===== config.mk =====
export PLATFORM = sky130hd
export DESIGN_NAME = spi_dual_div
export DESIGN_NICKNAME = d
export VERILOG_FILES = /design/src/rtl/spi_div_pkg.sv /design/src/rtl/spi_div_cfg.sv /design/src/rtl/spi_div_timer.sv /design/src/rtl/spi_div_phase.sv /design/src/rtl/spi_dual_div.sv
export SDC_FILE = /design/constraint.sdc
export NUM_CORES = 1
export LEC_CHECK = 0
export ABC_AREA = 1
export BUFFER_PORTS_ARGS = -buffer_cell sky130_fd_sc_hd__buf_2
export CORE_ASPECT_RATIO = 1.4
export CORE_UTILIZATION = 55
export CTS_CLUSTER_SIZE = 8
export DETAILED_ROUTE_END_ITERATION = 7
export PLACE_DENSITY = 0.79
export SLEW_MARGIN = 20
export SYNTH_ARGS = -nofsm -noshare
export SYNTH_HDL_FRONTEND = slang
export SYNTH_HIERARCHICAL = 1
export SYNTH_SLANG_ARGS = --single-unit

===== constraint.sdc =====
create_clock -name clk_i -period 2.7 [get_ports clk_i]
set_input_delay 0.135 -clock clk_i [delete_from_list [all_inputs] [get_ports clk_i]]
set_output_delay 0.135 -clock clk_i [all_outputs]
set_load 0.01 [all_outputs]

===== src/rtl/spi_div_pkg.sv =====
package spi_div_pkg;
    typedef enum logic {
        LAW_EXP = 1'b0,
        LAW_LIN = 1'b1
    } div_law_e;
endpackage


===== src/rtl/spi_div_cfg.sv =====
module spi_div_cfg
    import spi_div_pkg::*;
#(
    parameter int LIN_W  = 8,
    parameter int EXP_W  = 4,
    parameter int HALF_W = 16,
    parameter int CFG_W  = LIN_W + EXP_W + 1
) (
    input  logic              clk_i,
    input  logic              rst_ni,
    input  logic              run_i,
    input  logic [CFG_W-1:0]  div_cfg_i,
    output logic              active_o,
    output logic [HALF_W-1:0] half_o
);
    localparam int LAW_BIT = LIN_W + EXP_W;

    typedef struct packed {
        logic              active;
        logic [HALF_W-1:0] half;
    } cfg_st_t;

    cfg_st_t st_d, st_q;

    logic [LIN_W-1:0]  lin_fld;
    logic [EXP_W-1:0]  exp_fld;
    div_law_e          law;
    logic [HALF_W-1:0] half_new;

    always_comb begin
        lin_fld = div_cfg_i[LIN_W-1:0];
        exp_fld = div_cfg_i[LIN_W +: EXP_W];
        law     = div_law_e'(div_cfg_i[LAW_BIT]);
        if (law == LAW_LIN) half_new = HALF_W'(lin_fld) + HALF_W'(1);
        else                half_new = HALF_W'(1) << exp_fld;

        st_d        = st_q;
        st_d.active = run_i;
        if (run_i && !st_q.active) st_d.half = half_new;
    end

    always_ff @(posedge clk_i or negedge rst_ni) begin
        if (!rst_ni) st_q <= '{active: 1'b0, half: HALF_W'(1)};
        else         st_q <= st_d;
    end

    assign active_o = st_q.active;
    assign half_o   = st_q.half;


    half_stable_chk: assert property (@(posedge clk_i) disable iff (!rst_ni)
        (st_q.active && run_i) |=> $stable(st_q.half));
endmodule


===== src/rtl/spi_div_timer.sv =====
module spi_div_timer #(
    parameter int HALF_W = 16
) (
    input  logic              clk_i,
    input  logic              rst_ni,
    input  logic              run_i,
    input  logic              active_i,
    input  logic [HALF_W-1:0] half_i,
    output logic              tick_o
);
    typedef struct packed {
        logic [HALF_W-1:0] cnt;
    } tmr_st_t;

    tmr_st_t st_d, st_q;
    logic    going;

    always_comb begin
        going  = active_i && run_i;
        tick_o = going && (st_q.cnt == half_i - HALF_W'(1));
        st_d   = st_q;
        if (!going || tick_o) st_d.cnt = '0;
        else                  st_d.cnt = st_q.cnt + HALF_W'(1);
    end

    always_ff @(posedge clk_i or negedge rst_ni) begin
        if (!rst_ni) st_q <= '{cnt: '0};
        else         st_q <= st_d;
    end


    cnt_bound_chk: assert property (@(posedge clk_i) disable iff (!rst_ni)
        st_q.cnt < half_i);
endmodule


===== src/rtl/spi_div_phase.sv =====
module spi_div_phase (
    input  logic clk_i,
    input  logic rst_ni,
    input  logic run_i,
    input  logic tick_i,
    output logic phase_o,
    output logic lead_o,
    output logic trail_o
);
    typedef struct packed {
        logic phase;
        logic lead;
        logic trail;
    } ph_st_t;

    ph_st_t st_d, st_q;

    always_comb begin
        st_d = '{phase: st_q.phase, lead: 1'b0, trail: 1'b0};
        if (!run_i) begin
            st_d.phase = 1'b0;
        end else if (tick_i) begin
            st_d.phase = !st_q.phase;
            st_d.lead  = !st_q.phase;
            st_d.trail = st_q.phase;
        end
    end

    always_ff @(posedge clk_i or negedge rst_ni) begin
        if (!rst_ni) st_q <= '0;
        else         st_q <= st_d;
    end

    assign phase_o = st_q.phase;
    assign lead_o  = st_q.lead;
    assign trail_o = st_q.trail;


    idle_chk: assert property (@(posedge clk_i) disable iff (!rst_ni)
        !run_i |=> (!st_q.phase && !st_q.lead && !st_q.trail));

    lead_rise_chk: assert property (@(posedge clk_i) disable iff (!rst_ni)
        st_q.lead |-> $rose(st_q.phase));

    trail_fall_chk: assert property (@(posedge clk_i) disable iff (!rst_ni)
        st_q.trail |-> $fell(st_q.phase));

    strobe_excl_chk: assert property (@(posedge clk_i) disable iff (!rst_ni)
        $onehot0({st_q.lead, st_q.trail}));
endmodule


===== src/rtl/spi_dual_div.sv =====
module spi_dual_div #(
    parameter int LIN_W = 8,
    parameter int EXP_W = 4,
    parameter int CFG_W = LIN_W + EXP_W + 1
) (
    input  logic             clk_i,
    input  logic             rst_ni,
    input  logic             run_i,
    input  logic             cpol_i,
    input  logic [CFG_W-1:0] div_cfg_i,
    output logic             sclk_o,
    output logic             lead_o,
    output logic             trail_o
);
    localparam int EXP_SPAN = 1 << EXP_W;
    localparam int HALF_W   = (LIN_W + 1 > EXP_SPAN) ? LIN_W + 1 : EXP_SPAN;

    logic              active;
    logic [HALF_W-1:0] half;
    logic              tick;
    logic              phase;

    spi_div_cfg #(
        .LIN_W (LIN_W),
        .EXP_W (EXP_W),
        .HALF_W(HALF_W),
        .CFG_W (CFG_W)
    ) i_cfg (
        .clk_i    (clk_i),
        .rst_ni   (rst_ni),
        .run_i    (run_i),
        .div_cfg_i(div_cfg_i),
        .active_o (active),
        .half_o   (half)
    );

    spi_div_timer #(
        .HALF_W(HALF_W)
    ) i_timer (
        .clk_i   (clk_i),
        .rst_ni  (rst_ni),
        .run_i   (run_i),
        .active_i(active),
        .half_i  (half),
        .tick_o  (tick)
    );

    spi_div_phase i_phase (
        .clk_i  (clk_i),
        .rst_ni (rst_ni),
        .run_i  (run_i),
        .tick_i (tick),
        .phase_o(phase),
        .lead_o (lead_o),
        .trail_o(trail_o)
    );

    assign sclk_o = phase ^ cpol_i;
endmodule


==> out/metrics.cfg, run 1 <==
[run_status]
status=complete, no violations

[sta]
finalWorstPathRequiredPeriod_ps=2230
rsz0062_at_grt=no
relSlewSlack_pct=49.8
fin_skew_ps=4.88
tightest_slew_ps=752
slew_viol_final=0
timing.final.crit_share_pct=82.6
setup_viol=0
setup_tns_ps=0
timing.final.ws_setup_ps=471
hold_violations=0
timing.fmax_mhz=449

[grt]
grt_start_max_net_pins=37
grt_overflow=0
grt_usage_pct=27.8
grt_pass1_wl_um=10900
grt_antenna_before_repair=0
grt_pass1_vias=2521

[yosys]
synth-seq-area-share_pct=33.6
yosysWarnings=6
ys_types=33
yosysTopAreaCellShare_pct=32.6
synth_top_area_cell=dfrtp_1
syn_area_mm2=0.00269
synth-seq-cells=36
postSynthAreaPerCell_um2=6.92
yosys-top-cells-area=dfrtp_1, nand2_1, nor2_1
syn-instance-count=388
syn_nets=408

[floorplan]
core_mm2=0.00461
die_h_um=84.7
die_x_um=61.1
start_util_pct=58.3
dieArea_mm2=0.00517
fp-row-count=29
io_pins=20

[routing]
wl_per_cell_um=13.0
vias=2457
initialDrtViolationCount=103
antenna_left=0
firstDrtPassIters=4
drt-total-wl_um=6130
viasPerCell=5.21
drc=0

[setup_path]
end_kind=flop
cp-start-kind=flop
critPathMaxStageDelay_ps=560
crit_top_cell=nor2_1
path_cells=inv_1, ha_1, xnor2_1, nor2_1, nand2_1, nor2_1, nand2_1, nor2_1, nand2_1, nor2_1, nand3_1, nor2_1, inv_1, nand3_1, nand2_1
required_ps=2890
path_max_fanout=5
worstSetupPathType=flop to flop
crit_arrival_ps=2420
slowest_stage=dfstp_2

[place]
dpl.hpwl_um=4830
port_buffers=19
dpl-instance-area_mm2=0.00281
placed_cells=463
gp_congestion=0.964
pre_cts_ws_ps=476

[layout]
num-fill-cells=465
stdcell_area_mm2=0.00291
final_cells=472
final_common_cell=nand2_1
nets=429
area_growth_pct=8.48
antenna_cells=0
final_cell_mix=nand2_1, nor2_1, inv_1
drive_gt1_share_pct=15.1

[clock_network]
ctsHtreeMaxLevel=2
cts_resized=0
clock_latency_ps=290
clk_pin_slew_worst_paths_ps=80
clock_sinks=36
cts_buffers=5
cts_root_buf=clkbuf_8
tritoncts=built
cts_buffer_depth=2

[pwr]
power.density_mw_per_mm2=427
ir_drop_mv=0.305
p_leak_nw=1.42
total_power_mw=1.24

[hold_path]
hold_class=input port to flop

[run]
maxCapViolCount=0

[power breakdown]
| group | switching (mW) | total, mW | internal (mW) | leakage [nW] |
|---|---|---|---|---|
| logic | 0.166 | 0.257 | 0.0914 | 0.897 |
| registers | 0.0367 | 0.599 | 0.563 | 0.478 |
| clock network | 0.205 | 0.388 | 0.183 | 0.0445 |
[layout make-up]
class	instances	area (µm²)	share of cell area [%]
Inverter	49	186	6.40
Sequential cell	36	902	31.0
Tap cell	62	77.6	2.66
Clock inverter	3	21.3	0.730
Clock buffer	5	68.8	2.36
Multi-Input combinational cell	297	1550	53.3
Timing Repair Buffer	20	105	3.61
[stage by stage]
stage	hold WS [ps]	utilization [%]
after global routing	17.7	63.2
after CTS	12.8	63.2
after global placement	241	61.1
after detailed placement	246	61.1
after floorplan	-161	-
final	19.8	63.2
[sequential cells by signal, indices dropped and copies added (netlist names)]
| register | cells |
|---|---|
| i_cfg/half_o | 16 |
| i_timer/st_q | 16 |
| i_cfg/active_o | 1 |
| i_phase/lead_o | 1 |
| i_phase/phase_o | 1 |
| i_phase/trail_o | 1 |
[per-layer routing]
metal  GRT usage (%)  routed length [µm]
met1            35.2                2660
met3            3.54                 127
met4            11.4                 160
met5               0                   0
met2            46.4                3180
[worst max-delay path: cells and delay by family, from the launching register on]
| kind | cells | cell delay, ps |
|---|---|---|
| buf+inv | 2 | 170 |
| flops | 1 | 560 |
| fa+ha+maj | 1 | 320 |
| xor+xnor | 1 | 120 |
| simple gates | 11 | 940 |
[cells by family after synthesis]
logic type / count (synthesis) / synth area share (%)
flops: 36 / 33.6
simple gates: 238 / 41.5
fa+ha+maj: 3 / 1.40
buf+inv: 55 / 8.62
xor+xnor: 27 / 8.80
compound gates: 29 / 6.10
[final timing paths]
check | startpoint | to | slack, ps | depth (start not counted)
setup / recovery | i_cfg/half_o[0] | i_phase/phase_o | 470 | 15
hold / removal | run_i | i_cfg/active_o | 20 | 1
setup reg to reg | i_cfg/half_o[0] | i_phase/phase_o | 470 | 15
hold reg to reg | i_cfg/half_o[15] | i_cfg/half_o[15] | 540 | 2
max in group asynchronous | rst_ni | i_timer/st_q[9] | 1770 | 2
min in group asynchronous | rst_ni | i_cfg/half_o[3] | 450 | 2
[cells in the mapped netlist, drive strengths merged]
library cell,count
inv,48
or2,1
nand3b,5
nand2,103
nor2,77
nor3,3
o31ai,1
nor4,2
nand4,9
dfrtp,35
clkbuf,1
buf,5
xnor2,12
ha,3
clkinv,1
xor2,15
o21bai,3
o21ai,15
and2,1
nand3,37
dfstp,1
a21oi,10
[timing repair]
item                                   4_1_cts  5_1_grt
setup buffers                                0        0
hold buffers                                 1        0
endpoints found under the hold margin       35        0
Power figures use the tool's default switching activity.
==> inputs of run 2 (changes only) <==
PLACE_DENSITY = 0.82   (was 0.79)
clock period = 2 ns   (was 2.7 ns; I/O delays follow)
==> run 2 against run 1 <==
Net effect: the flow now finishes with violations (setup timing); highest routed layer unchanged; design area grew 9.9%; count of clock-buffer cells in the layout did not move; sequential share of layout area fell by 2.8 points; utilization grew 6.3 points.
==> out/metrics.cfg, run 2 (synthesis results as in run 1) <==
[routing]
wl_per_cell_um=13.6  ; was 13.0 µm
top_layer=met4  ; unchanged
initialDrtViolationCount=131  ; was 103
drc=0  ; unchanged
firstDrtPassIters=4  ; unchanged
drt-total-wl_um=6610  ; was 6130 µm
vias=2642  ; was 2457
wl_met3_um=223  ; was 127 µm
wl_met1_um=2600  ; was 2660 µm
wl_met2_um=3630  ; was 3180 µm
antenna_left=0  ; unchanged
viasPerCell=5.43  ; was 5.21

[sta]
setup_viol=15  ; was 0
tightest_slew_ps=768  ; was 752 ps
fin_skew_ps=11.0  ; was 4.88 ps
slew_viol_final=0  ; unchanged
relSlewSlack_pct=48.8  ; was 49.8%
timing.fmax_mhz=475  ; was 449 MHz
hold_violations=0  ; unchanged
timing.final.ws_setup_ps=-104  ; was 471 ps
finalWorstPathRequiredPeriod_ps=2100  ; was 2230 ps
rsz0062_at_grt=yes  ; was no
timing.final.crit_share_pct=105  ; was 82.6%

[clock_network]
cts_buffers=5  ; unchanged
ctsHtreeMaxLevel=2  ; unchanged
clk_pin_slew_worst_paths_ps=80  ; about the same
clock_latency_ps=300  ; was 290 ps
cts_buffer_depth=2  ; unchanged
clock_sinks=36  ; unchanged
tritoncts=built  ; unchanged
cts_root_buf=clkbuf_8  ; unchanged

[layout]
final_core_util_pct=69.5  ; was 63.2%
nets=444  ; was 429
antenna_cells=0  ; unchanged
drive_gt1_share_pct=22.6  ; was 15.1%
final_cell_mix=nand2_1, nor2_1, inv_1  ; unchanged
area_growth_pct=19.2  ; was 8.48%
num-fill-cells=370  ; was 465
final_common_cell=nand2_1  ; unchanged
final_cells=487  ; was 472

[grt]
grt_pass1_vias=2469  ; was 2521
grt_overflow=0  ; unchanged
grt_start_max_net_pins=37  ; unchanged
grt_usage_pct=27.4  ; was 27.8%
grt_antenna_before_repair=0  ; unchanged
grt_pass1_wl_um=10700  ; was 10900 µm

[setup_path]
rr_startpoint=i_cfg/half_o[0]  ; unchanged
end_kind=flop  ; unchanged
required_ps=2180  ; was 2890 ps
worstSetupPathType=flop to flop  ; unchanged
cp-start-kind=flop  ; unchanged
reg2reg_slack_ps=-100  ; was 470 ps
r2r-end=i_phase/phase_o  ; unchanged
path_max_fanout=3  ; was 5
crit_arrival_ps=2290  ; was 2420 ps
reg2regPathDepth=15  ; unchanged

[floorplan]
die_x_um=61.1  ; unchanged
io_pins=20  ; unchanged
start_util_pct=58.3  ; unchanged
die_h_um=84.7  ; unchanged
core_mm2=0.00461  ; unchanged
dieArea_mm2=0.00517  ; unchanged
fp-row-count=29  ; unchanged

[run_status]
violations=setup timing
status=finished, violations left  ; was complete, no violations

[place]
dpl.hpwl_um=4870  ; was 4830 µm
pre_cts_ws_ps=-172  ; was 476 ps
placed_cells=471  ; was 463
gp_congestion=0.979  ; was 0.964
port_buffers=19  ; unchanged

[hold_path]
hold_class=input port to flop  ; unchanged
min_path_cells=2  ; was 1
hp-start=div_cfg_i[10]  ; was run_i
min_to=i_cfg/half_o[11]  ; was i_cfg/active_o

[pwr]
ir_drop_mv=0.540  ; was 0.305 mV
p_leak_nw=1.53  ; was 1.42 nW
power.density_mw_per_mm2=557  ; was 427 mW/mm²

[run]
maxCapViolCount=0  ; unchanged

run 2: cell count changes in the layout (fill, tap and decap cells not counted), moves of 3 or more:
| cell | change |
|---|---|
| nor2_1 | -10 |
| nand2_1 | -3 |
| nand3_1 | -4 |
| buf_4 | +11 |
| nor2_4 | +9 |
run 2: metrics by stage:
| stage | total power [mW] | hold WS [ps] | setup TNS (ps) | area [µm²] |
|---|---|---|---|---|
| 6_report | 1.79 | 81.3 | -523 | 3200 |
| 5_1_grt | 1.88 | 93.8 | -2730 | 3200 |
| 4_1_cts | 1.74 | 69.9 | -141 | 3010 |
| 3_5_place_dp | 1.20 | 211 | -444 | 2870 |
| 3_3_place_gp | 1.18 | 204 | -110 | 2870 |
| 2_1_floorplan | 1.07 | -196 | 0 | 2690 |
run 2: layout make-up:
type	instances	area (µm²)	share of cell area, %
clock buffer	5	68.8	2.15
clock inverter	3	21.3	0.664
inverter	49	186	5.82
multi-input combinational	298	1730	53.9
sequential	36	902	28.2
tap	62	77.6	2.42
timing repair buffer	34	220	6.87
run 2: per-layer routing:
metal	vias to the layer above	GRT usage, %
li1	1300	-
met1	1270	33.0
met2	61	47.6
met3	11	3.85
met4	0	10.5
met5	-	0
run 2: power breakdown:
group / leakage [nW] / switching (mW) / internal, mW / total, mW
registers: 0.478 / 0.0383 / 0.760 / 0.798
clock network: 0.0445 / 0.279 / 0.247 / 0.525
logic: 1.01 / 0.282 / 0.181 / 0.462
total: 1.53 / 0.599 / 1.19 / 1.79
run 2: worst max-delay path by stage:
stage                                 end             from  slack, ps  depth (start not counted)
after floorplan           i_phase/phase_o  i_cfg/half_o[0]          4                         15
after global placement    i_phase/phase_o  i_cfg/half_o[0]        -70                         15
after detailed placement  i_phase/phase_o  i_cfg/half_o[0]       -170                         15
after CTS                 i_phase/phase_o  i_cfg/half_o[0]        -80                         15
after global routing      i_phase/phase_o  i_cfg/half_o[0]       -230                         15
final                     i_phase/phase_o  i_cfg/half_o[0]       -100                         15
run 2: worst max-delay path: stages (launching register included):
cell and delay (ps):
dfstp_2 540, inv_2 50, ha_4 210, xnor2_1 110, nor2_1 140, nand2_1 90, nor2_1 120, nand2_1 80
nor2_1 80, nand2_1 60, nor2_2 100, nand3_2 110, nor2_4 130, inv_1 60, nand3_2 50, nand2_1 60
run 2: timing repair:
item | 4_1_cts | 5_1_grt
buffers inserted | 1 | 4
hold endpoints to repair | 36 | 0
pin swaps | 7 | 13
gates resized for setup | 3 | 35
cloned | 0 | 1
hold buffers | 2 | 0
setup endpoints to repair | 13 | 19
